<file path="config.mk">
export PLATFORM = sky130hd
export DESIGN_NAME = bus_owner_sel
export DESIGN_NICKNAME = d
export VERILOG_FILES = /design/src/rtl/bos_pkg.sv /design/src/rtl/bos_side.sv /design/src/rtl/bus_owner_sel.sv
export SDC_FILE = /design/constraint.sdc
export NUM_CORES = 1
export LEC_CHECK = 0
export BUFFER_PORTS_ARGS = -buffer_cell sky130_fd_sc_hd__buf_2
export CELL_PAD_IN_SITES_DETAIL_PLACEMENT = 1
export CELL_PAD_IN_SITES_GLOBAL_PLACEMENT = 1
export CORE_MARGIN = 2
export CORE_UTILIZATION = 36
export CTS_CLUSTER_DIAMETER = 50
export CTS_CLUSTER_SIZE = 28
export DETAILED_ROUTE_END_ITERATION = 8
export PLACE_DENSITY = 0.85
export SLEW_MARGIN = 0
export SYNTH_ARGS = -nofsm -noshare
export SYNTH_HDL_FRONTEND = slang
export SYNTH_SLANG_ARGS = --single-unit
</file>
<file path="constraint.sdc">
create_clock -name clk -period 1.8 [get_ports clk]
set_input_delay 0.09 -clock clk [delete_from_list [all_inputs] [get_ports clk]]
set_output_delay 0.09 -clock clk [all_outputs]
set_load 0.02 [all_outputs]
</file>
<file path="src/rtl/bos_pkg.sv">
package bos_pkg;
  localparam int REG_W = 8;
  localparam logic [7:0] CTRL_SUBADDR = 8'h01;
  localparam logic [7:0] STAT_SUBADDR = 8'h02;

  // control view bit positions (a neighbour's read-modify-write depends on them)
  localparam int C_OWN   = 0;
  localparam int C_OWN_M = 1;
  localparam int C_ON    = 2;
  localparam int C_ON_M  = 3;
  localparam int C_INIT  = 4;
  localparam int C_REQ_M = 6;
  localparam int C_REQ   = 7;

  // status view bit positions
  localparam int S_IRQ   = 0;
  localparam int S_INIT  = 1;
  localparam int S_OK    = 2;
  localparam int S_LOST  = 3;
  localparam int S_REQ   = 6;
  localparam int S_REQ_M = 7;

  typedef struct packed {
    logic req;
    logic init;
    logic on;
    logic own;
  } loc_t;

  function automatic loc_t take_local(input logic [REG_W-1:0] d);
    loc_t l;
    l.own  = d[C_OWN];
    l.on   = d[C_ON];
    l.init = d[C_INIT];
    l.req  = d[C_REQ];
    return l;
  endfunction

  function automatic logic [REG_W-1:0] ctrl_view(input loc_t l, input logic own_m,
                                                 input logic on_m, input logic req_m);
    logic [REG_W-1:0] v;
    v = '0;
    v[C_OWN]   = l.own;
    v[C_OWN_M] = own_m;
    v[C_ON]    = l.on;
    v[C_ON_M]  = on_m;
    v[C_INIT]  = l.init;
    v[C_REQ_M] = req_m;
    v[C_REQ]   = l.req;
    return v;
  endfunction

  function automatic logic [REG_W-1:0] stat_view(input logic irq, input logic init_done,
                                                 input logic ok, input logic lost,
                                                 input logic req_l, input logic req_m);
    logic [REG_W-1:0] v;
    v = '0;
    v[S_IRQ]   = irq;
    v[S_INIT]  = init_done;
    v[S_OK]    = ok;
    v[S_LOST]  = lost;
    v[S_REQ]   = req_l;
    v[S_REQ_M] = req_m;
    return v;
  endfunction

  // a pair of bits "matches" when both halves agree
  function automatic logic pair_match(input logic a, input logic b);
    return ~(a ^ b);
  endfunction
endpackage

</file>
<file path="src/rtl/bos_side.sv">
module bos_side
  import bos_pkg::*;
#(
  parameter int ADDR_W         = 8,
  parameter bit INV_OWN_MIRROR = 1'b0
) (
  input  logic              clk,
  input  logic              rst_n,
  input  logic              wr,
  input  logic              rd,
  input  logic [ADDR_W-1:0] addr,
  input  logic [REG_W-1:0]  wdata,
  input  logic              peer_own,
  input  logic              peer_on,
  input  logic              peer_req,
  input  logic              bus_on,
  input  logic              irq,
  input  logic              lost_set,
  output logic              loc_own,
  output logic              loc_on,
  output logic              loc_req,
  output logic              owns,
  output logic              lost,
  output logic [REG_W-1:0]  rdata
);
  localparam logic [ADDR_W-1:0] A_CTRL = ADDR_W'(CTRL_SUBADDR);
  localparam logic [ADDR_W-1:0] A_STAT = ADDR_W'(STAT_SUBADDR);

  loc_t             loc_q;
  logic             init_done_q;
  logic             lost_q;
  logic [REG_W-1:0] rdata_q;
  logic             own_m;
  logic             ctrl_wr;
  logic             stat_rd;
  logic             bus_ok;

  generate
    if (INV_OWN_MIRROR) begin : g_inv_mirror
      assign own_m = ~peer_own;
    end else begin : g_plain_mirror
      assign own_m = peer_own;
    end
  endgenerate

  assign ctrl_wr = wr && (addr == A_CTRL);
  assign stat_rd = rd && (addr == A_STAT);
  assign owns    = pair_match(loc_q.own, own_m);
  assign bus_ok  = bus_on && owns;

  always_ff @(posedge clk) begin
    if (!rst_n) begin
      loc_q <= '0;
    end else if (ctrl_wr) begin
      loc_q <= take_local(wdata);
    end
  end

  always_ff @(posedge clk) begin
    if (!rst_n) begin
      init_done_q <= 1'b0;
      lost_q      <= 1'b0;
    end else begin
      if (ctrl_wr && wdata[C_INIT]) init_done_q <= 1'b1;
      else if (stat_rd)             init_done_q <= 1'b0;
      if (lost_set)                 lost_q <= 1'b1;
      else if (stat_rd)             lost_q <= 1'b0;
    end
  end

  always_ff @(posedge clk) begin
    if (!rst_n) begin
      rdata_q <= '0;
    end else if (rd) begin
      if (addr == A_CTRL)      rdata_q <= ctrl_view(loc_q, own_m, peer_on, peer_req);
      else if (addr == A_STAT) rdata_q <= stat_view(irq, init_done_q, bus_ok, lost_q,
                                                    loc_q.req, peer_req);
      else                     rdata_q <= '0;
    end
  end

  assign loc_own = loc_q.own;
  assign loc_on  = loc_q.on;
  assign loc_req = loc_q.req;
  assign lost    = lost_q;
  assign rdata   = rdata_q;

  // writable control bits land in local state
  a_r2_ctrl_write: assert property (@(posedge clk) disable iff (!rst_n)
    (wr && addr == A_CTRL) |=> (loc_own == $past(wdata[C_OWN]) && loc_on == $past(wdata[C_ON])
                                && loc_req == $past(wdata[C_REQ])));
  // unmapped sub-address reads return zero
  a_r1_unmapped_zero: assert property (@(posedge clk) disable iff (!rst_n)
    (rd && addr != A_CTRL && addr != A_STAT) |=> (rdata == '0));
  // status read clears bus-lost unless a new loss arrives
  a_r9_read_clears_lost: assert property (@(posedge clk) disable iff (!rst_n)
    (rd && addr == A_STAT && !lost_set) |=> !lost);
  // init write raises init-done
  a_r11_init_done: assert property (@(posedge clk) disable iff (!rst_n)
    (wr && addr == A_CTRL && wdata[C_INIT]) |=> init_done_q);
endmodule

</file>
<file path="src/rtl/bus_owner_sel.sv">
module bus_owner_sel
  import bos_pkg::*;
#(
  parameter int ADDR_W = 8
) (
  input  logic              clk,
  input  logic              rst_n,
  input  logic              irq_in,
  input  logic              a_wr,
  input  logic              a_rd,
  input  logic [ADDR_W-1:0] a_addr,
  input  logic [REG_W-1:0]  a_wdata,
  output logic [REG_W-1:0]  a_rdata,
  input  logic              b_wr,
  input  logic              b_rd,
  input  logic [ADDR_W-1:0] b_addr,
  input  logic [REG_W-1:0]  b_wdata,
  output logic [REG_W-1:0]  b_rdata,
  output logic              sel_b,
  output logic              bus_en
);
  localparam int N_SIDE = 2;
  localparam logic [ADDR_W-1:0] A_CTRL = ADDR_W'(CTRL_SUBADDR);

  logic [N_SIDE-1:0] wr, rd, own_l, on_l, req_l, owns, lost_set, lost;
  logic [ADDR_W-1:0] addr  [N_SIDE];
  logic [REG_W-1:0]  wdata [N_SIDE];
  logic [REG_W-1:0]  rdata [N_SIDE];
  logic              sel_prev_q, en_prev_q, flip;

  assign wr       = {b_wr, a_wr};
  assign rd       = {b_rd, a_rd};
  assign addr[0]  = a_addr;
  assign addr[1]  = b_addr;
  assign wdata[0] = a_wdata;
  assign wdata[1] = b_wdata;
  assign a_rdata  = rdata[0];
  assign b_rdata  = rdata[1];

  // ownership: A owns when own bits match; bus on when on bits differ
  assign sel_b  = own_l[0] ^ own_l[1];
  assign bus_en = on_l[0] ^ on_l[1];

  always_ff @(posedge clk) begin
    if (!rst_n) begin
      sel_prev_q <= 1'b0;
      en_prev_q  <= 1'b0;
    end else begin
      sel_prev_q <= sel_b;
      en_prev_q  <= bus_en;
    end
  end

  // owner moved while the bus stayed on
  assign flip = (sel_b != sel_prev_q) && bus_en && en_prev_q;

  for (genvar i = 0; i < N_SIDE; i++) begin : g_side
    assign lost_set[i] = flip && ((i == 0) ? !sel_prev_q : sel_prev_q);

    bos_side #(
      .ADDR_W        (ADDR_W),
      .INV_OWN_MIRROR(i == 1)
    ) u_side (
      .clk     (clk),
      .rst_n   (rst_n),
      .wr      (wr[i]),
      .rd      (rd[i]),
      .addr    (addr[i]),
      .wdata   (wdata[i]),
      .peer_own(own_l[N_SIDE-1-i]),
      .peer_on (on_l[N_SIDE-1-i]),
      .peer_req(req_l[N_SIDE-1-i]),
      .bus_on  (bus_en),
      .irq     (irq_in),
      .lost_set(lost_set[i]),
      .loc_own (own_l[i]),
      .loc_on  (on_l[i]),
      .loc_req (req_l[i]),
      .owns    (owns[i]),
      .lost    (lost[i]),
      .rdata   (rdata[i])
    );
  end

  // the two side decodes always agree on a single owner
  a_r4_single_owner: assert property (@(posedge clk) disable iff (!rst_n)
    $countones(owns) == 1);
  // route only moves after a control write
  a_r4_move_needs_write: assert property (@(posedge clk) disable iff (!rst_n)
    (sel_b != $past(sel_b)) |-> $past((a_wr && a_addr == A_CTRL) || (b_wr && b_addr == A_CTRL)));
  // the previous owner is flagged one cycle after losing a live bus
  a_r8_loser_flagged: assert property (@(posedge clk) disable iff (!rst_n)
    (sel_b != $past(sel_b) && bus_en && $past(bus_en)) |=> ($past(sel_b, 2) ? lost[1] : lost[0]));
  // release write from A turns the bus off
  a_r7_release_a: assert property (@(posedge clk) disable iff (!rst_n)
    (a_wr && a_addr == A_CTRL && a_wdata == (REG_W'(on_l[1]) << C_ON)
     && !(b_wr && b_addr == A_CTRL)) |=> !bus_en);
  // release write from B turns the bus off
  a_r7_release_b: assert property (@(posedge clk) disable iff (!rst_n)
    (b_wr && b_addr == A_CTRL && b_wdata == (REG_W'(on_l[0]) << C_ON)
     && !(a_wr && a_addr == A_CTRL)) |=> !bus_en);
endmodule

</file>
Yosys cells after proc, flatten, opt, wreduce, memory -nomap -nowiden
Index checks and enable logic that the tools add are counted.
{"block": "word_totals", "ff_bits": 30, "input_bits": 39, "wordCells": 54}
{"block": "op_classes", "n_eq_ne": 5, "muxes": 10, "bitwise_logic": 6, "reduce_logical": 17}
{"cell": "$mux 8", "count": 4}
{"cell": "$eq 8x1->1 const B", "count": 2}
{"cell": "$eq 8x2->1 const B", "count": 2}
{"cell": "$logic_and 1x1->1", "count": 12}
{"cell": "$reduce_bool 2->1", "count": 4}
{"cell": "$mux 1", "count": 6}
{"cell": "$not 1->1", "count": 3}
{"cell": "$xor 1x1->1", "count": 3}
{"cell": "$logic_not 1->1", "count": 1}
{"cell": "$ne 1x1->1", "count": 1}

Depth between registers and ports, before layout
Gate-level depths: netlist of the first run.
{"block": "logic_depth", "ltp_word": 6, "mapped_depth": 5, "mapped_depth_nobuf": 5}

Hierarchy
From an unflattened synthesis of the first run, not the netlist that was laid out.
{"block": "unflattened", "cells_unflattened": 143, "area_unflattened_um2": 1367.6}
{"module": "bos_side at g_side[1].u_side", "n_inst": 1, "cells_per_inst": 67, "area_per_inst_um2": 626.9, "seq_area_each_um2": 260.2}
{"module": "bos_side at g_side[0].u_side", "n_inst": 1, "cells_per_inst": 66, "area_per_inst_um2": 623.1, "seq_area_each_um2": 260.2}
{"module": "bus_owner_sel", "n_inst": 1, "cells_per_inst": 10, "area_per_inst_um2": 117.6, "seq_area_each_um2": 40.0}

Worst setup path before layout of the first run
OpenSTA, ideal clock, no wires.
{"block": "synth_timing", "path_kind": "register to register", "from": "register g_side[0].u_side.loc_q, in the netlist g_side[0].u_side.loc_on", "to": "register g_side[1].u_side.lost_q", "setup_time_ns": 0.115, "arrival_ns": 1.116, "required_ns": 1.685, "path_slack_ns": 0.568, "path_stages_with_launch": 5, "path_cell_list": "dfxtp_1 > nand2b_1 > nand2_1 > and3_1 > a31o_1"}
{"block": "synth_via", "elab_chain_len": 5, "elab_cells_between_ends": 6, "cone_classes": "mux (1); bitwise (1); reduce/logical (4)"}
{"element": "start, declared", "line": "bos_side.sv:29", "source": "loc_t loc_q;"}
{"element": "start signal, assigned", "line": "bos_side.sv:55", "source": "loc_q <= take_local(wdata);"}
{"element": "$xor 1x1->1 (*)", "line": "bus_owner_sel.sv:42", "source": "assign bus_en = on_l[0] ^ on_l[1];"}
{"element": "named net bus_en", "line": "bus_owner_sel.sv:20", "source": "output logic bus_en"}
{"element": "$logic_and 1x1->1 (*) (2 in a row)", "line": "bus_owner_sel.sv:55", "source": "assign flip = (sel_b != sel_prev_q) && bus_en && en_prev_q;"}
{"element": "$logic_and 1x1->1 (*)", "line": "bus_owner_sel.sv:58", "source": "assign lost_set[i] = flip && ((i == 0) ? !sel_prev_q : sel_prev_q);"}
{"element": "$mux 1 or $reduce_bool 2->1 (tied branches)"}
{"element": "end signal, assigned", "line": "bos_side.sv:62", "source": "lost_q <= 1'b0;"}
{"element": "end signal, assigned", "line": "bos_side.sv:66", "source": "if (lost_set) lost_q <= 1'b1;"}
{"element": "end signal, assigned", "line": "bos_side.sv:67", "source": "else if (stat_rd) lost_q <= 1'b0;"}
{"element": "end, declared", "line": "bos_side.sv:31", "source": "logic lost_q;"}
Mark *: on every way through the listed nets, which the timed path passes. The rest lies on a longest branch.
A chain may end at the register's enable or synchronous reset.

Worst setup path after layout of the first run
{"block": "layout_timing", "from": "register g_side[1].u_side.loc_q, in the netlist g_side[1].u_side.loc_own", "to": "output port sel_b"}
{"block": "layout_via", "elab_chain_len": 1}
{"element": "start, declared", "line": "bos_side.sv:29"}
{"element": "start signal, assigned", "line": "bos_side.sv:55"}
{"element": "$xor 1x1->1", "line": "bus_owner_sel.sv:41", "source": "assign sel_b = own_l[0] ^ own_l[1];"}
{"element": "end, declared", "line": "bus_owner_sel.sv:19", "source": "output logic sel_b,"}
No other way between the ends.

==> summary.md, run 1 <==
| Metric | Value |
|---|---|
| Layout cells sized above 1 | `0.3155` |
| Clock buffer depth | `2` |
| Synth top area share | `0.4259` |
| Top delay family on crit path | `flip-flops` |
| Cell chain of the critical path | `xnor2_1 > inv_1 > buf_2` |
| First-pass GRT wire length | `5451 um` |
| Seq/Total Area, Yosys | `0.4259` |
| Post-route ant nets | `0` |
| Hold Path End | `g_side[1].u_side.rdata[0]` |
| CP Capture Type | `output pin` |
| Antenna violations before repair | `0` |
| I/O pin count | `57` |
| Clock Tree Root | `clkbuf_4` |
| Num rows | `21` |
| Hold Vio Cnt, Final | `0` |
| Hold_buf cts | `1` |
| Worst hold stages | `3` |
| RSZ-0062 raised after global routing | `false` |
| Global route overflow | `0` |
| Power Density | `687.6 nW/um2` |
| Minimum clock period | `1.439 ns` |
| Status | `complete, no violations` |
| Reg2reg end | `g_side[0].u_side.rdata[2]` |
| Port bufs | `46` |
| Clock Pin Slew Worst Setup and Hold Paths | `approximately 0.15 ns` |
| Total wire length | `3276 um` |
| N_diodes | `0` |
| YS warnings | `0` |
| Crit-path max FO | `4` |
| Hpwl dp | `2633 um` |
| Fmax | `between 600 and 700 MHz` |
| Peak supply drop | `around 280 uV` |
| Cell Area, Synth | `1316 um2` |
| Critical path arrival | `approximately 1.4 ns` |
| Crit path largest cell delay | `~0.38 ns` |
| Required @ worst endpoint | `1.71 ns` |
| Main synth FF type | `dfxtp_1` |
| Clk sinks | `28` |
| Clock skew | `~0.012 ns` |
| Final Wtd Congestion | `0.7622` |
| Mapped Avg Cell Area | `9.205 um2` |
| Vias in the first global route | `1200` |
| Setup Crit Path Kind | `register to output pin` |
| CP bufs+invs | `2` |
| Setup-failing EPs final | `0` |
| Crit share post-route | `0.7996` |
| DRC | `0` |
| Core area | `3416 um2` |
| Drt pass-1 iters | `4` |
| FFs w/ async S/R, synth | `0` |
| Clock Latency Late Sink | `0.32 ns` |
| Dominant cell type by area after synthesis | `dfxtp_1` |
| Cell variety after synth | `37` |
| Filler cells | `424` |
| Htree depth | `1` |
| Area grow syn2layout | `23.86%` |
| DR iter-0 viols | `40` |
| Crit start category | `register` |
| Max_cap viols | `0` |
| DR WL/cell | `14.06 um` |
| Setup TNS | `0 ns` |
| Synth top area cells | `dfxtp_1, a21boi_0, nand2_1, nand2b_1, nand3_1` |
| Post-CTS Resized | `0` |
| Max-slew violation count | `0` |
| Critical path's slowest cell | `dfxtp_1` |
| Nets | `227` |
| Setup slack, reg-to-reg | `0.46 ns` |
| Total GRT Usage | `0.1645` |
| DR vias/cell | `around 5` |
| EDFF count, synth | `0` |
| LEAKAGE | `0.0007109 uW` |
| Hold path startpoint | `irq_in` |
| Cells after Synth | `143` |
| Initial core utilization | `0.3853` |
| Die Width | `64.47 um` |
| Largest net degree at the start of global routing | `34` |
| Die ar. | `4156 um2` |
| Post-CTS Setup Bufs | `0` |
| Worst reg2reg path depth | `5` |
| Fin util | `0.4773` |
| Crit Reg-Reg Startpoint | `g_side[1].u_side.loc_own` |
| Die Y | `64.47 um` |
| DR vias | `between 1000 and 1500` |
| HP Class | `input pin to register` |
| Synthesized flop and latch total | `28` |
| Num CTS Buffers | `3` |
| CTS tree | `done` |
sequential cells by signal (all words and copies together) (netlist names):
register                   cells
g_side.u_side.loc_on           2
g_side.u_side.lost             2
g_side.u_side.rdata           14
sel_prev_q                     1
g_side.u_side.loc_req          2
g_side.u_side.init_done_q      2
en_prev_q                      1
g_side.u_side.loc_q            2
g_side.u_side.loc_own          2
worst reg2reg max path, cell delays in order (launching register included):
cell	delay (ns)
dfxtp_1	0.38
xnor2_1	0.34
inv_1	0.14
a2111oi_2	0.23
a21oi_1	0.07
o21ai_1	0.14
placed cells by master, fill, tap and decap left out:
cell type,n
a211oi_1,1
nor4b_4,1
dlygate4sd3_1,1
and3_1,2
nor2_1,5
or4b_1,1
nand2b_1,9
a22oi_1,4
a221o_1,1
nor4_4,1
and2_1,4
o21ai_0,1
and4_1,2
mux2i_1,3
nor4b_2,1
a22o_1,5
a31o_2,4
nand4_1,4
a2111oi_2,1
clkbuf_4,3
nand3b_1,1
nor2b_1,6
a31o_1,1
bufinv_16,1
nor4_1,1
nand3_1,11
buf_2,46
conb_1,2
dfxtp_1,28
xnor2_1,1
o22ai_1,1
inv_1,3
a21boi_0,9
a21oi_1,2
buf_4,1
a32o_1,1
o21ai_1,2
nand2_1,15
and2b_1,1
where the power goes:
| part | leakage [uW] | internal, uW | switching (uW) | total [uW] |
|---|---|---|---|---|
| sequential | 0.000225 | 620 | 0.339 | 621 |
| clock | 0.0000279 | 225 | 181 | 406 |
| combinational | 0.000458 | 41.7 | 52.2 | 94.0 |
cells by family (layout without fill, tap and decap cells):
logic type,count (synthesis),after routing,synth area share
xor gates and xnor gates,1,1,0.006655
muxes,3,3,0.02281
AOI/OAI and AO/OA,33,33,0.1968
and+or+nand+nor,65,65,0.3004
buffers and inverters,12,55,0.04467
DFF,28,28,0.4259
other,1,2,0.002849
synthesized netlist by cell type (2+ instances only):
| master | count |
|---|---|
| a22o_1 | 5 |
| clkbuf_1 | 4 |
| and2_1 | 4 |
| nor2b_1 | 6 |
| mux2i_1 | 3 |
| a21oi_1 | 2 |
| a22oi_1 | 4 |
| and4_1 | 2 |
| and3_1 | 2 |
| nand2_1 | 15 |
| dfxtp_1 | 28 |
| nand2b_1 | 9 |
| buf_2 | 2 |
| a31o_2 | 4 |
| buf_4 | 3 |
| inv_1 | 3 |
| a21boi_0 | 9 |
| nand4_1 | 4 |
| o21ai_1 | 2 |
| nor2_1 | 5 |
| nand3_1 | 11 |
worst max-delay path by stage:
stage	startpoint	to	slack, ns	cells after the start
3_5_place_dp	a_addr[7]	g_side[0].u_side.lost	0.38	5
4_1_cts	g_side[1].u_side.loc_own	sel_b	0.33	3
6_report	g_side[1].u_side.loc_own	sel_b	0.36	3
2_1_floorplan	g_side[0].u_side.loc_on	g_side[1].u_side.lost	0.57	4
3_3_place_gp	a_addr[7]	g_side[0].u_side.lost	0.43	5
5_1_grt	g_side[0].u_side.loc_own	sel_b	0.25	3
routing by layer:
| layer | global-route usage | vias up | share of wire |
|---|---|---|---|
| met1 | 0.1957 | 572 | 0.42 |
| met4 | 0.04787 | 0 | 0.0082 |
| met5 | 0 | - | 0 |
| met2 | 0.3086 | 23 | 0.54 |
| li1 | - | 601 | - |
| met3 | 0.01910 | 2 | 0.036 |
cell type report:
type | count | area [um2] | share of cell area
clock buffer | 3 | 22.52 | 0.01381
clock inverter | 1 | 30.03 | 0.01842
inverter | 3 | 11.26 | 0.006907
multi-input combinational | 104 | 700.7 | 0.4298
sequential | 28 | 560.5 | 0.3438
tap | 46 | 57.56 | 0.03530
timing repair buffer | 48 | 247.7 | 0.1520
stage by stage:
stage | hold WS (ns) | instances | total power, uW | worst slack [ns] | area [um2]
after detailed placement | 0.3534 | 228 | 726.5 | 0.3834 | 1568
after global placement | 0.3498 | 228 | 722.1 | 0.4337 | 1568
after global routing | 0.01198 | 233 | 1168 | 0.2539 | 1630
after CTS | 0.01228 | 233 | 1133 | 0.3313 | 1630
after floorplan | 0.2299 | 144 | 679.3 | 0.5685 | 1320
final | 0.02230 | 233 | 1121 | 0.3607 | 1630
Note: power is estimated with default switching activity, not from simulation.
==> run 2: changes to the inputs <==
--- a/config.mk
+++ b/config.mk
@@ -5,15 +5,16 @@
 export SDC_FILE = /design/constraint.sdc
 export NUM_CORES = 1
 export LEC_CHECK = 0
+export ABC_AREA = 1
 export BUFFER_PORTS_ARGS = -buffer_cell sky130_fd_sc_hd__buf_2
 export CELL_PAD_IN_SITES_DETAIL_PLACEMENT = 1
 export CELL_PAD_IN_SITES_GLOBAL_PLACEMENT = 1
 export CORE_MARGIN = 2
-export CORE_UTILIZATION = 36
+export CORE_UTILIZATION = 31
 export CTS_CLUSTER_DIAMETER = 50
 export CTS_CLUSTER_SIZE = 28
 export DETAILED_ROUTE_END_ITERATION = 8
-export PLACE_DENSITY = 0.85
+export PLACE_DENSITY = 0.79
 export SLEW_MARGIN = 0
 export SYNTH_ARGS = -nofsm -noshare
 export SYNTH_HDL_FRONTEND = slang
==> constraint.sdc (replaced) <==
create_clock -name clk -period 1.35 [get_ports clk]
set_input_delay 0.0675 -clock clk [delete_from_list [all_inputs] [get_ports clk]]
set_output_delay 0.0675 -clock clk [all_outputs]
set_load 0.02 [all_outputs]
==> run 2 against run 1 <==
Net effect: sequential share of layout area fell by 1.7 points; first-iteration DRC count up 25%; sequential power rose by 37%; critical path type unchanged; critical endpoint is now bus_en; largest cell class unchanged.
==> summary.md, run 2 <==
| Metric | Value |
|---|---|
| Critical path arrival | `1.21 ns (-0.14 ns)` |
| First-pass GRT wire length | `5968 um (+9.5%)` |
| Clk sinks | `28 (unchanged)` |
| Minimum clock period | `roughly 1.3 ns` |
| Clock skew | `0.001121 ns (-0.01043 ns)` |
| Num rows | `24 (+14%)` |
| Cell Area, Synth | `1395 um2 (+6.0%)` |
| Status | `complete, no violations` |
| Cell Int Power | `1181 uW (+33%)` |
| Setup-failing EPs final | `0 (unchanged)` |
| DRC | `0 (unchanged)` |
| Peak supply drop | `332.3 uV (+18%)` |
| DR vias/cell | `4.486 (-13%)` |
| Commonest non-fill, non-tap cell in the layout | `nand2_1` |
| Hpwl dp | `2788 um (+5.9%)` |
| Final Power | `1577 uW (+41%)` |
| LEAKAGE | `0.0008573 uW (+21%)` |
| Antenna violations before repair | `0 (unchanged)` |
| Max FFs per register | `14 (unchanged)` |
| Filler cells | `621 (+46%)` |
| DR vias | `1413 (+18%)` |
| Max-slew violation count | `0 (unchanged)` |
| Post-route ant nets | `0 (unchanged)` |
| Switching power total | `395.9 uW (+69%)` |
| Mapped Avg Cell Area | `6.429 um2 (-30%)` |
| Total GRT Usage | `0.1484 (-0.01616)` |
| Logic pwr share | `0.123 (+0.039)` |
| Dominant cell type by area after synthesis | `dfxtp_1` |
| Core area | `4354 um2 (+27%)` |
| Crit-path max FO | `5 (+1)` |
| Reg area | `560.5 um2 (unchanged)` |
| Post-CTS Resized | `0 (unchanged)` |
| Seq/Total Area, Yosys | `0.4018 (-0.02406)` |
| CTS tree | `done` |
| Num CTS Buffers | `3 (unchanged)` |
| DR iter-0 viols | `50 (+25%)` |
| Hold_buf cts | `0 (-1)` |
| Nets | `303 (+33%)` |
| Clock power share | `0.338 (-0.024)` |
| Setup Crit Path Kind | `register to output pin` |
| Clock Tree Root | `clkbuf_8` |
| Synthesized flop and latch total | `28 (unchanged)` |
| Required @ worst endpoint | `1.28 ns (-0.43 ns)` |
| Synth top area cells | `dfxtp_1, nand2_1, nor2_1, inv_1, nand3_1` |
| Max_cap viols | `0 (unchanged)` |
| Post-CTS Setup Bufs | `0 (unchanged)` |
| Htree depth | `1 (unchanged)` |
| Power Density | `920.1 nW/um2 (+34%)` |
| EDFF count, synth | `0 (unchanged)` |
| Clock buffer depth | `2 (unchanged)` |
| Cell variety after synth | `20 (-46%)` |
| Multi-input gate area | `686.9 um2 (-2.0%)` |
| DR WL/cell | `11.02 um (-22%)` |
| Largest net degree at the start of global routing | `16 (-53%)` |
| Total wire length | `3472 um (+6.0%)` |
| Clock Latency Late Sink | `0.28 ns (-0.04 ns)` |
| Global route overflow | `0 (unchanged)` |
| Top-count cell post-synth | `nand2_1` |
| Layout cells sized above 1 | `0.2776 (-0.03794)` |
| Most frequent cells after synthesis | `nand2_1, nor2_1, dfxtp_1` |
| Sw frac | `0.2510 (+0.04251)` |
| Port bufs | `46 (unchanged)` |
| I/O pin count | `57 (unchanged)` |
| Vias in the first global route | `1378 (+15%)` |
| Crit start category | `register` |
| YS warnings | `0 (unchanged)` |
| FFs w/ async S/R, synth | `0 (unchanged)` |
| Setup TNS | `0 ns (unchanged)` |
| Final Wtd Congestion | `0.7646 (+0.31%)` |
| Synth top area share | `0.4018 (-0.02406)` |
| Drt pass-1 iters | `4 (unchanged)` |
| Crit share post-route | `0.9435` |
| Fmax | `785.1 MHz` |
| Area grow syn2layout | `22.87%` |
| Cells after Synth | `217 (+52%)` |
| Die Width | `71.09 um (+10%)` |
| Die Y | `71.09 um (+10%)` |
| Main synth FF type | `dfxtp_1` |
| N_diodes | `0 (unchanged)` |
| CP Capture Type | `output pin` |
| HP Class | `input pin to register` |
| Initial core utilization | `0.3204 (-0.06495)` |
| RSZ-0062 raised after global routing | `false` |
| Sequential Power Share | `0.540 (-0.014)` |
| Leading cell types in the layout, fill and taps excluded | `nand2_1, buf_2, nor2_1` |
| Die ar. | `5053 um2 (+22%)` |
| Clock Pin Slew Worst Setup and Hold Paths | `0.09 ns (-0.06 ns)` |
| Hold Vio Cnt, Final | `0 (unchanged)` |
| Worst hold slack | `0.008091 ns (-0.01421 ns)` |
[run 2: cell types whose count changed in the layout (fill, tap and decap cells not counted), sizes merged, moves of 6 or more]
cell,delta
a21boi,-9
nand2,+54
nor2,+45
inv,+26
nand2b,-9
a21oi,+8
nor2b,-6
[run 2: cells by family after synthesis]
family / after synthesis / share of synthesized area
compound gates: 18 / 0.06726
simple gates: 135 / 0.4197
other cells: 1 / 0.002688
flops: 28 / 0.4018
buf+inv: 35 / 0.1085
[run 2: path summary, 6_finish.rpt]
kind | from | to | slack [ns] | cells past startpoint
setup / recovery | g_side[0].u_side.loc_on | bus_en | 0.08 | 5
hold / removal | b_wdata[2] | g_side[1].u_side.loc_on | 0.008 | 3
setup reg to reg | g_side[0].u_side.loc_own | g_side[1].u_side.rdata[2] | 0.18 | 8
hold reg to reg | g_side[1].u_side.init_done_q | g_side[1].u_side.init_done_q | 0.47 | 2
[run 2: power groups by stage]
stage               logic, uW  clock network, uW  registers [uW]
floorplan                96.0                  0             892
global placement          192                  0             870
detailed placement        196                  0             871
CTS                       197                562             852
global route              220                577             854
finish                    193                533             851
[run 2: routing by layer]
| layer | GRT usage | up-vias | wire (um) |
|---|---|---|---|
| li1 | - | 742 | - |
| met1 | 0.1875 | 634 | 1617 |
| met2 | 0.2513 | 32 | 1655 |
| met3 | 0.02279 | 5 | 135 |
| met4 | 0.06289 | 0 | 63 |
| met5 | 0 | - | 0 |
[run 2: final cells by class]
class	count	share of cell area
clock buffers	4	0.03212
inverters	29	0.06350
multi-input cells	155	0.4007
flip-flops and latches	28	0.3270
well taps	52	0.03796
repair buffers	47	0.1387
[run 2: metrics by stage]
step                  util  instances  setup slack (ns)  instance area (um2)
finish              0.3937        315           0.07625                 1714
global route        0.3937        315          0.009934                 1714
CTS                 0.3937        315           0.04546                 1714
detailed placement  0.3810        311            0.1882                 1659
global placement    0.3810        311            0.2548                 1659
floorplan                -        218            0.3063                 1399
[run 2: worst max-delay path, stage by stage (launching register included)]
cell and delay [ns]:
dfxtp_1 0.45, inv_1 0.07, nand2_1 0.07, nand2_2 0.08
inv_1 0.09, buf_2 0.16
